**src/rtl/sif_pkg.sv**
```systemverilog
// Shared constants for the serial interrupt flag controller.
// Assumes an eight-bit flag register with fixed bit positions that software decodes.
package sif_pkg;
    localparam int FLAG_W   = 8;
    localparam int B_ERR    = 7;
    localparam int B_RSVD   = 6;
    localparam int B_BRK    = 5;
    localparam int B_CTS    = 4;
    localparam int B_START  = 3;
    localparam int B_RXC    = 2;
    localparam int B_TXC    = 1;
    localparam int B_DRE    = 0;

    // Bits that a bus write of one may clear.
    localparam logic [FLAG_W-1:0] W1C_MASK = (FLAG_W'(1) << B_ERR) | (FLAG_W'(1) << B_BRK)
                                           | (FLAG_W'(1) << B_CTS) | (FLAG_W'(1) << B_START)
                                           | (FLAG_W'(1) << B_TXC);
    // Bits that physically exist (reserved bit removed).
    localparam logic [FLAG_W-1:0] LIVE_MASK = ~(FLAG_W'(1) << B_RSVD);
endpackage

```
**src/rtl/sif_cts_edge.sv**
```systemverilog
// Synchronizes the asynchronous clear-to-send pin and flags either edge.
// Assumes the pin is held steady across reset; edge_o is a one-cycle pulse.
module sif_cts_edge #(
    parameter int STAGES = 2
) (
    input  logic clk,
    input  logic rst_n,
    input  logic pin_i,
    output logic edge_o
);
    localparam int CHAIN = STAGES + 1;

    logic [CHAIN-1:0] chain_q;

    // Shift the pin through the synchronizer plus one history flop.
    always_ff @(posedge clk) begin
        if (!rst_n) chain_q <= '0;
        else        chain_q <= {chain_q[CHAIN-2:0], pin_i};
    end

    // Any difference between the last synchronized value and its history is an edge.
    always_comb edge_o = chain_q[CHAIN-1] ^ chain_q[CHAIN-2];
endmodule

```
**src/rtl/sif_flag_cell.sv**
```systemverilog
// One interrupt flag: set dominates clear so that no event is lost.
// Assumes set_i and clr_i are already qualified by the caller.
module sif_flag_cell (
    input  logic clk,
    input  logic rst_n,
    input  logic set_i,
    input  logic clr_i,
    output logic q_o
);
    // Hold, clear or set the flag; set wins a same-cycle conflict.
    always_ff @(posedge clk) begin
        if (!rst_n)      q_o <= 1'b0;
        else if (set_i)  q_o <= 1'b1;
        else if (clr_i)  q_o <= 1'b0;
    end
endmodule

```
**src/rtl/sif_enable_reg.sv**
```systemverilog
// Interrupt enable mask changed through separate write-one set and clear strobes.
// Assumes set_we and clr_we are never high together (distinct addresses).
module sif_enable_reg #(
    parameter int              W    = 8,
    parameter logic [W-1:0]    MASK = '1
) (
    input  logic         clk,
    input  logic         rst_n,
    input  logic         set_we,
    input  logic         clr_we,
    input  logic [W-1:0] wdata,
    output logic [W-1:0] en_o
);
    logic [W-1:0] en_q;

    // Apply write-one set or write-one clear to the mask.
    always_ff @(posedge clk) begin
        if (!rst_n)      en_q <= '0;
        else if (set_we) en_q <= (en_q | wdata) & MASK;
        else if (clr_we) en_q <= en_q & ~wdata;
    end

    // Expose the mask.
    always_comb en_o = en_q;
endmodule

```
**src/rtl/sif_irq_ctrl.sv**
```systemverilog
// Top of the serial interrupt flag controller: flag register, enable mask,
// read mux and request line. Assumes single-cycle event strobes and a
// combinational read path sampled by the bus in the same cycle.
module sif_irq_ctrl
    import sif_pkg::*;
#(
    parameter int                ADDR_W      = 8,
    parameter int                N_ERR       = 5,
    parameter int                SYNC_STAGES = 2,
    parameter logic [ADDR_W-1:0] ADDR_EN_CLR = ADDR_W'(8'h14),
    parameter logic [ADDR_W-1:0] ADDR_EN_SET = ADDR_W'(8'h16),
    parameter logic [ADDR_W-1:0] ADDR_FLAG   = ADDR_W'(8'h18)
) (
    input  logic              clk,
    input  logic              rst_n,
    input  logic              bus_wr,
    input  logic [ADDR_W-1:0] bus_addr,
    input  logic [7:0]        bus_wdata,
    output logic [7:0]        bus_rdata,
    input  logic              dreg_wr,
    input  logic              dreg_rd,
    input  logic              rx_en,
    input  logic [N_ERR-1:0]  ev_err,
    input  logic              ev_brk,
    input  logic              autobaud_en,
    input  logic              cts_pin,
    input  logic              ev_start,
    input  logic              sof_en,
    input  logic              ev_rx_done,
    input  logic              ev_tx_done,
    input  logic              ev_dre,
    output logic              irq
);
    logic              cts_edge;
    logic              wr_flag;
    logic              wr_en_set;
    logic              wr_en_clr;
    logic [FLAG_W-1:0] set_vec;
    logic [FLAG_W-1:0] clr_vec;
    logic [FLAG_W-1:0] flag_q;
    logic [FLAG_W-1:0] en_q;

    // Clear-to-send synchronizer and edge detector.
    sif_cts_edge #(.STAGES(SYNC_STAGES)) u_cts (
        .clk    (clk),
        .rst_n  (rst_n),
        .pin_i  (cts_pin),
        .edge_o (cts_edge)
    );

    // Decode bus writes to the three registers.
    always_comb begin
        wr_flag   = bus_wr && (bus_addr == ADDR_FLAG);
        wr_en_set = bus_wr && (bus_addr == ADDR_EN_SET);
        wr_en_clr = bus_wr && (bus_addr == ADDR_EN_CLR);
    end

    // Qualify each flag's set event.
    always_comb begin
        set_vec          = '0;
        set_vec[B_ERR]   = |ev_err;
        set_vec[B_BRK]   = ev_brk && autobaud_en;
        set_vec[B_CTS]   = cts_edge;
        set_vec[B_START] = ev_start && sof_en;
        set_vec[B_RXC]   = ev_rx_done;
        set_vec[B_TXC]   = ev_tx_done;
        set_vec[B_DRE]   = ev_dre;
    end

    // Collect each flag's clear rule: bus write-one plus data-path side effects.
    always_comb begin
        clr_vec        = wr_flag ? (bus_wdata & W1C_MASK) : '0;
        clr_vec[B_RXC] = dreg_rd || !rx_en;
        clr_vec[B_TXC] = clr_vec[B_TXC] || dreg_wr;
        clr_vec[B_DRE] = dreg_wr;
    end

    // One flag cell per live bit; the reserved bit is tied low.
    for (genvar i = 0; i < FLAG_W; i++) begin : g_flag
        if (LIVE_MASK[i]) begin : g_live
            sif_flag_cell u_cell (
                .clk   (clk),
                .rst_n (rst_n),
                .set_i (set_vec[i]),
                .clr_i (clr_vec[i]),
                .q_o   (flag_q[i])
            );
        end else begin : g_rsvd
            assign flag_q[i] = 1'b0;
        end
    end

    // Enable mask with write-one set and clear registers.
    sif_enable_reg #(.W(FLAG_W), .MASK(LIVE_MASK)) u_en (
        .clk    (clk),
        .rst_n  (rst_n),
        .set_we (wr_en_set),
        .clr_we (wr_en_clr),
        .wdata  (bus_wdata),
        .en_o   (en_q)
    );

    // Read mux by address; unmapped addresses read zero.
    always_comb begin
        if (bus_addr == ADDR_FLAG)
            bus_rdata = flag_q;
        else if ((bus_addr == ADDR_EN_SET) || (bus_addr == ADDR_EN_CLR))
            bus_rdata = en_q;
        else
            bus_rdata = '0;
    end

    // Request line: any enabled flag.
    always_comb irq = |(flag_q & en_q);
endmodule

```
**config.mk**
```make
export PLATFORM = sky130hd
export DESIGN_NAME = sif_irq_ctrl
export DESIGN_NICKNAME = d
export VERILOG_FILES = /design/src/rtl/sif_pkg.sv /design/src/rtl/sif_cts_edge.sv /design/src/rtl/sif_flag_cell.sv /design/src/rtl/sif_enable_reg.sv /design/src/rtl/sif_irq_ctrl.sv
export SDC_FILE = /design/constraint.sdc
export NUM_CORES = 1
export LEC_CHECK = 0
export BUFFER_PORTS_ARGS = -buffer_cell sky130_fd_sc_hd__buf_4
export CORE_MARGIN = 4
export CORE_UTILIZATION = 38
export CTS_CLUSTER_DIAMETER = 200
export DETAILED_ROUTE_END_ITERATION = 16
export PLACE_DENSITY_LB_ADDON = 0.08
export SKIP_LAST_GASP = 1
export SLEW_MARGIN = 10
export SYNTH_ARGS = -nofsm -noshare
export SYNTH_HDL_FRONTEND = slang
export SYNTH_HIERARCHICAL = 1
export SYNTH_SLANG_ARGS = --single-unit
```
**constraint.sdc**
```tcl
create_clock -name clk -period 1.4 [get_ports clk]
set_input_delay 0.28 -clock clk [delete_from_list [all_inputs] [get_ports clk]]
set_output_delay 0.28 -clock clk [all_outputs]
set_load 0.02 [all_outputs]
```
# Word-level counts from Yosys, hierarchy flattened
# Index checks and enable logic that the tools add are counted.
[op_classes]
n_eq_ne = 3
bitwise_logic = 6
muxes = 19
n_reduce_logical = 20
[ops]
columns = ["op", "n"]
rows = [
  ["8-bit 2-to-1 mux", 5],
  ["8-bit by 5-bit == test with 1-bit output, second input constant", 3],
  ["8-bit bitwise AND", 2],
  ["2-bit nonzero test", 8],
  ["1-bit 2-to-1 mux", 14],
  ["8-bit inverter", 1],
  ["8-bit OR", 1],
  ["8-bit OR reduction", 1],
  ["1-bit logical AND", 5],
  ["5-bit OR reduction", 1],
  ["1-bit logical OR", 3],
  ["2-bit OR reduction", 1],
  ["1-bit logical NOT", 1],
  ["1-bit inverter", 1],
  ["1-bit bitwise XOR", 1],
]
[totals]
output_inout_bits = 9
reg_bits = 18
input_bits = 35
elab_cells = 58

# Logic depth before layout (Yosys ltp)
# Gate-level depths: netlist of run 1.
[logic_depth]
ltp_word = 6
mapped_depth = 6
mapped_depth_nobuf = 5

# Hierarchy
# The synthesis of run 1 kept the hierarchy.
[modules_own_cells]
columns = ["mod", "area_per_inst_um2", "cells_per_inst", "n_inst", "seq_area_each_um2"]
rows = [
  ["sif_enable_reg", 327.8, 33, 1, 160.2],
  ["sif_flag_cell", 41.3, 3, 7, 20.0],
  ["sif_irq_ctrl", 280.3, 45, 1, 0.0],
  ["sif_cts_edge", 88.8, 7, 1, 60.1],
]

# Worst setup path after synthesis of run 1
# No wires, ideal clock.
[synth_path]
path_type = "in2out"
startpoint = "in bus_addr[5]"
endpoint = "out bus_rdata[0]"
arrival_time_ps = 1278
slack_ps = -158
stages = 4
n_path_buf = 1
path_cell_list = "nand2b_4 > or4_4 > buf_6 > nor2_1"
[synth_between]
elab_chain_cells = 4
[synth_lines]
columns = ["element", "line", "rtl"]
rows = [
  ["from (decl)", "sif_irq_ctrl.sv:17", "input logic [ADDR_W-1:0] bus_addr,"],
  ["8-bit by 5-bit == test with 1-bit output", "sif_irq_ctrl.sv:107", "else if ((bus_addr == ADDR_EN_SET) || (bus_addr == ADDR_EN_CLR))"],
  ["1-bit logical OR", "sif_irq_ctrl.sv:107", ""],
  ["8-bit 2-to-1 mux", "sif_irq_ctrl.sv:107", ""],
  ["8-bit 2-to-1 mux (*)", "sif_irq_ctrl.sv:105", "if (bus_addr == ADDR_FLAG)"],
  ["to (decl)", "sif_irq_ctrl.sv:19", "output logic [7:0] bus_rdata,"],
]
# Mark *: on every way between the ends. The rest lies on a longest branch, timed or not.

# Worst setup path after layout of run 1
[layout_path]
startpoint = "in bus_addr[5]"
endpoint = "out bus_rdata[5]"
# Same word-level chain as after synthesis.

==> results.md, run 1 <==
- Max_slew headroom: 0.770
- Final worst setup slack: -0.259 ns
- Max Slew Vio Count: 0
- Violated checks: setup timing
- EDFF count, synth: 0
- Beginning of the critical path: bus_addr[5]
- Clk Latency, worst-skew pair: 0.28 ns
- Initial DRT Pass Iterations: 6
- Final cell count without fillers: 197
- Required time worst endpoint: 1.12 ns
- Global-route wire length before repair: 4220 um
- DP Area: 0.00147 mm^2
- Final hold vios: 0
- Final WL: 2740 um
- Vias in the first global route: 959
- Hold Path Origin: bus_wdata[6]
- GRT overflow: 0
- Largest net degree at the start of global routing: 26
- WHS: 0.171 ns
- Mean Syn Cell Area: 9.30 um^2
- Port buffer count: 43
- Final Instance Area: 0.00164 mm^2
- CTS sink count: 18
- Main synth FF type: dfxtp_1
- Hold Path Depth: 2
- Power Density: 635 mW/mm^2
- DR iter-0 viols: 28
- Diodes inserted: 0
- CP endpoint kind: output port
- FILL cells: 220
- LEAKAGE: 0.698 nW
- Fin nets: 203
- Hold_buf cts: 0
- Die Y: 58.9 um
- Post-route ant nets: 0
- P&R area growth vs syn: 66.8%
- Core area: 0.00248 mm^2
- Final setup fails: 10
- Count leader, synth: dfxtp_1
- Die ar.: 0.00347 mm^2
- R2R setup slack: 0.65 ns
- Detailed-route DRC error count: 0
- Top cell type's share of synthesized area: 0.365
- CTS tree: done
- Wire length per cell: 13.9 um
- Initial Utilization: 0.398
- Gr usage total: 0.161
- Clock buffer depth: 2
- Dpl cells: 184
- Mapped Nets: 141
- CTS Buf Count: 3
- Final period util: 1.18
- Actual slew at the worst max-slew pin: 0.345 ns
- Clock skew: 0.000176 ns
- Total number of vias: 1025
- VDD IR max: 0.647 mV
- Post-Syn Instances: 106
- Seq/Total Area, Yosys: 0.365
- Max Clk Rate: 603 MHz
- Final Util: 0.664
- CTS clk-pin slew, worst paths: 0.10 ns
- Htree depth: 1
- RSZ-0062 raised after global routing: true
- GP Congestion: 0.790
- Worst r2r dst: g_flag[4].g_live.u_cell/q_o
- Worst-path maximum fanout: 6
- Biggest area consumer among synthesized cells: dfxtp_1
- Hold Crit Class: input pin to flop
- Reg2reg path depth: 2
- Post-Synthesis Cell Area: 986 um^2
- Hold Crit Endpoint: u_en/en_o[6]
- CP arrival: 1.38 ns
- Vias per inst: 5.20
- Die width: 58.9 um
- Crit path kind: input pin to output port
- Netlist cell types: 31
- Synth top area cells: dfxtp_1 37%, nor2b_4 9.8%, a22oi_1 6.9%
- HPWL after DPL: 2040 um
- Synthesized flop and latch total: 18
- Outcome: finished with violations
- Dpl ws: -0.266 ns
- Synth top cells by count: 18 x dfxtp_1, 11 x nor2_1, 9 x a22oi_1
- Syn. warnings: 6
- Synth async-reset ratio: 0
- Initial antenna violation count: 0
- Top Ports: 44
- Tmin final: 1.66 ns
- FP Rows: 18
- Worst r2r src: u_cts/chain_q[1]
- Clock Tree Root: clkbuf_4
- Max Cap Violations: 0
- Critical Path Start Type: input pin
- Layout cell share with drive strength beyond 1: 0.599
## worst max-delay path by stage
| stage | to | slack, ns | cells after the start |
|---|---|---|---|
| after global routing | irq | -0.31 | 3 |
| after global placement | bus_rdata[0] | -0.25 | 6 |
| after CTS | bus_rdata[4] | -0.26 | 6 |
| after detailed placement | bus_rdata[3] | -0.27 | 6 |
| final | bus_rdata[5] | -0.26 | 6 |
| after floorplan | bus_rdata[7] | -0.04 | 3 |
## cell usage in the layout, fill, tap and decap left out, drive strengths merged
master / synthesis / layout
nor2b: 8 / 8
and4b: 1 / 1
or4: 1 / 1
nor4: 1 / 1
dfxtp: 18 / 18
nand2b: 2 / 2
nor3b: 1 / 1
nand2: 9 / 9
a41o: 1 / 1
nand3: 6 / 6
nor2: 13 / 13
and2: 5 / 5
a211oi: 1 / 1
a22oi: 9 / 9
a31o: 7 / 7
a222oi: 1 / 1
nor3: 1 / 1
buf: 3 / 62
o21a: 7 / 7
xor2: 1 / 1
and3: 8 / 8
clkbuf: 2 / 4
## state kept, by name, indices dropped and copies added (netlist names)
register                  flops
u_en/en_o                     8
u_cts/chain_q                 3
g_flag.g_live.u_cell/q_o      7
## through the flow
step / power (mW) / setup TNS (ns)
5_1_grt: 1.11 / -2.28
3_5_place_dp: 0.727 / -4.40
3_3_place_gp: 0.722 / -3.99
4_1_cts: 1.05 / -1.99
2_1_floorplan: 0.622 / -0.482
6_report: 1.04 / -1.98
## layer usage
metal  part of all wire  GRT usage
met5                  0          0
met4             0.0084     0.0485
met3              0.068     0.0329
met2               0.51      0.273
met1               0.42      0.206
## cells by family (layout without fill, tap and decap cells)
kind of cell / after synthesis / after routing / share of synthesized area
buffers and inverters: 5 / 66 / 0.0368
DFF: 18 / 18 / 0.365
and+or+nand+nor: 56 / 56 / 0.377
AOI/OAI and AO/OA: 26 / 26 / 0.212
xor gates and xnor gates: 1 / 1 / 0.00888
## worst max-delay path: stages
cell and delay (ns):
buf_6 0.09, nand2b_4 0.13, or4_4 0.49, buf_12 0.18, nor2_4 0.10, buf_6 0.11
## layout make-up
| cell class | instances | area [um^2] | share of cell area |
|---|---|---|---|
| Tap cell | 30 | 37.5 | 0.0228 |
| Sequential cell | 18 | 362 | 0.220 |
| Timing Repair Buffer | 62 | 527 | 0.320 |
| Clock buffer | 4 | 36.3 | 0.0221 |
| Multi-Input combinational cell | 83 | 682 | 0.415 |
## power breakdown
group / internal, mW / switching [mW] / leakage (nW)
clock: 0.158 / 0.156 / 0.0210
sequential: 0.529 / 0.0116 / 0.148
combinational: 0.119 / 0.0709 / 0.529
## repair_timing
item / 4_1_cts / 5_1_grt
pin swaps: 5 / 1
setup endpoints to repair: 9 / 9
gates resized for setup: 10 / 8
setup buffers: 4 / 5
No activity file was read; power rests on OpenSTA's default activity.
==> run 2, diff against run 1 <==
GPL_TIMING_DRIVEN = 0   (was default)
==> run 2 against run 1 <==
The flow still finishes with violations (setup timing). Non-clock buffer count is 8 lower. Routed wire length is 0.55% higher. Critical path depth is the same. Cell area shrank 6.7%. Critical path type unchanged. Total power fell by 5.6%. Clock skew up 0.0087 ns. Setup slack better by 0.026 ns. Clock-buffer cell count down 1.
==> results.md, run 2 (synthesized netlist as in run 1, its figures left out) <==
- Die Y: 58.9 um (unchanged)
- Final hold vios: 0 (unchanged)
- CTS sink count: 18 (unchanged)
- Max reg flops: 8 (unchanged)
- Commonest cells after routing, fill and taps aside: 44 x buf_4, 16 x dfxtp_1, 11 x nor2_4, 9 x a22oi_1, 8 x nand2_1
- Power Density: 643 mW/mm^2 (+1.2%)
- GRT overflow: 0 (unchanged)
- Clock buffer depth: 2 (unchanged)
- Global-route wire length before repair: 4440 um (+5.2%)
- Crit path kind: input pin to output port
- Violated checks: setup timing
- Die ar.: 0.00347 mm^2 (unchanged)
- Actual slew at the worst max-slew pin: 0.486 ns (+0.141 ns)
- Clk Latency, worst-skew pair: 0.29 ns (about the same)
- Clock Tree Root: clkbuf_4
- Outcome: finished with violations
- DR iter-0 viols: 41 (+46%)
- Largest net degree at the start of global routing: 17 (-35%)
- Final WL: 2750 um (+0.55%)
- Core area: 0.00248 mm^2 (unchanged)
- Max_slew headroom: 0.675 (-0.0952)
- CTS tree: done
- CP arrival: 1.35 ns (-0.03 ns)
- Htree depth: 1 (unchanged)
- Setup TNS: -2.39 ns (-0.416 ns)
- Max Slew Vio Count: 0 (unchanged)
- Final Instance Area: 0.00153 mm^2 (-6.7%)
- Fin nets: 195 (-3.9%)
- Initial Utilization: 0.398 (unchanged)
- Layout cell share with drive strength beyond 1: 0.582 (-0.0165)
- Hold Crit Class: input pin to flop
- FILL cells: 228 (+3.6%)
- Final period util: 1.17 (-0.0185)
- GP Congestion: 0.772 (-2.3%)
- Diodes inserted: 0 (unchanged)
- CTS clk-pin slew, worst paths: 0.11 ns (about the same)
- Tmin final: 1.63 ns (-0.0260 ns)
- Commonest non-fill, non-tap cell in the layout: buf_4
- Total number of vias: 1014 (-1.1%)
- VDD IR max: 0.648 mV (+0.18%)
- Port buffer count: 43 (unchanged)
- Vias in the first global route: 1017 (+6.0%)
- Post-route ant nets: 0 (unchanged)
- LEAKAGE: 0.645 nW (-7.6%)
- Top Ports: 44 (unchanged)
- P&R area growth vs syn: 55.6%
- RSZ-0062 raised after global routing: true
- Gr usage total: 0.169 (+0.00724)
- Required time worst endpoint: 1.12 ns (about the same)
- Initial DRT Pass Iterations: 4 (-2)
- FP Rows: 18 (unchanged)
- CTS Buf Count: 3 (unchanged)
- Max Clk Rate: 613 MHz (+1.6%)
- Dpl ws: -0.436 ns (-0.170 ns)
- Die width: 58.9 um (unchanged)
- Initial antenna violation count: 0 (unchanged)
- CP endpoint kind: output port
- Detailed-route DRC error count: 0 (unchanged)
- Max Cap Violations: 0 (unchanged)
- Critical Path Start Type: input pin
- Worst-path maximum fanout: 10 (+4)
- DP Area: 0.00143 mm^2 (-2.9%)
- Vias per inst: 5.39 (+3.7%)
- Final setup fails: 16 (+6)
- Wire length per cell: 14.6 um (+5.4%)
- HPWL after DPL: 2080 um (+2.0%)
- Final worst setup slack: -0.233 ns (+0.0260 ns)
- Clock skew: 0.00885 ns (+0.00867 ns)
## run 2: worst paths after layout
path                         start                           to  slack, ns  cells after the start
setup / recovery       bus_addr[5]                 bus_rdata[2]      -0.23                      6
hold / removal        bus_wdata[6]                 u_en/en_o[6]       0.16                      2
setup reg to reg  u_cts/chain_q[1]  g_flag[4].g_live.u_cell/q_o       0.65                      2
hold reg to reg   u_cts/chain_q[0]             u_cts/chain_q[1]       0.45                      1
## run 2: worst max-delay path, cell delays in order
cell and delay [ns]:
buf_6 0.09, nand2b_4 0.13, or4_4 0.46, buf_12 0.18
nor2_4 0.07, buf_4 0.14
## run 2: power breakdown
part / switching [mW] / total [mW] / internal, mW
combinational: 0.0693 / 0.183 / 0.114
sequential: 0.0127 / 0.542 / 0.529
clock: 0.161 / 0.261 / 0.100
## run 2: layout make-up
| type | instances | area (um^2) | share of cell area |
|---|---|---|---|
| Buffer | 5 | 52.6 | 0.0343 |
| Multi-Input combinational cell | 83 | 672 | 0.438 |
| Clock buffer | 3 | 22.5 | 0.0147 |
| Tap cell | 30 | 37.5 | 0.0245 |
| Sequential cell | 18 | 363 | 0.237 |
| Timing Repair Buffer | 49 | 387 | 0.252 |
## run 2: per-stage QoR
stage / hold WS, ns / power, mW / util / std cells
after floorplan: 0.377 / 0.622 / - / 106
after global placement: 0.427 / 0.721 / 0.575 / 179
after detailed placement: 0.423 / 0.728 / 0.575 / 179
after CTS: 0.153 / 0.992 / 0.606 / 184
after global routing: 0.156 / 1.03 / 0.619 / 188
final: 0.164 / 0.986 / 0.619 / 188
## run 2: timing repair
item                                    4_1_cts  5_1_grt
pin swaps                                     3        1
endpoints found under the setup margin       16       16
resized for setup                            12        1
setup buffers                                 2        4
hold buffers                                  0        0
## run 2: routing by layer
| layer | track usage | up-vias | wire (um) |
|---|---|---|---|
| li1 | - | 490 | - |
| met1 | 0.194 | 487 | 1080 |
| met2 | 0.301 | 35 | 1450 |
| met3 | 0.0285 | 2 | 201 |
| met4 | 0.0777 | 0 | 14 |
| met5 | 0 | - | 0 |
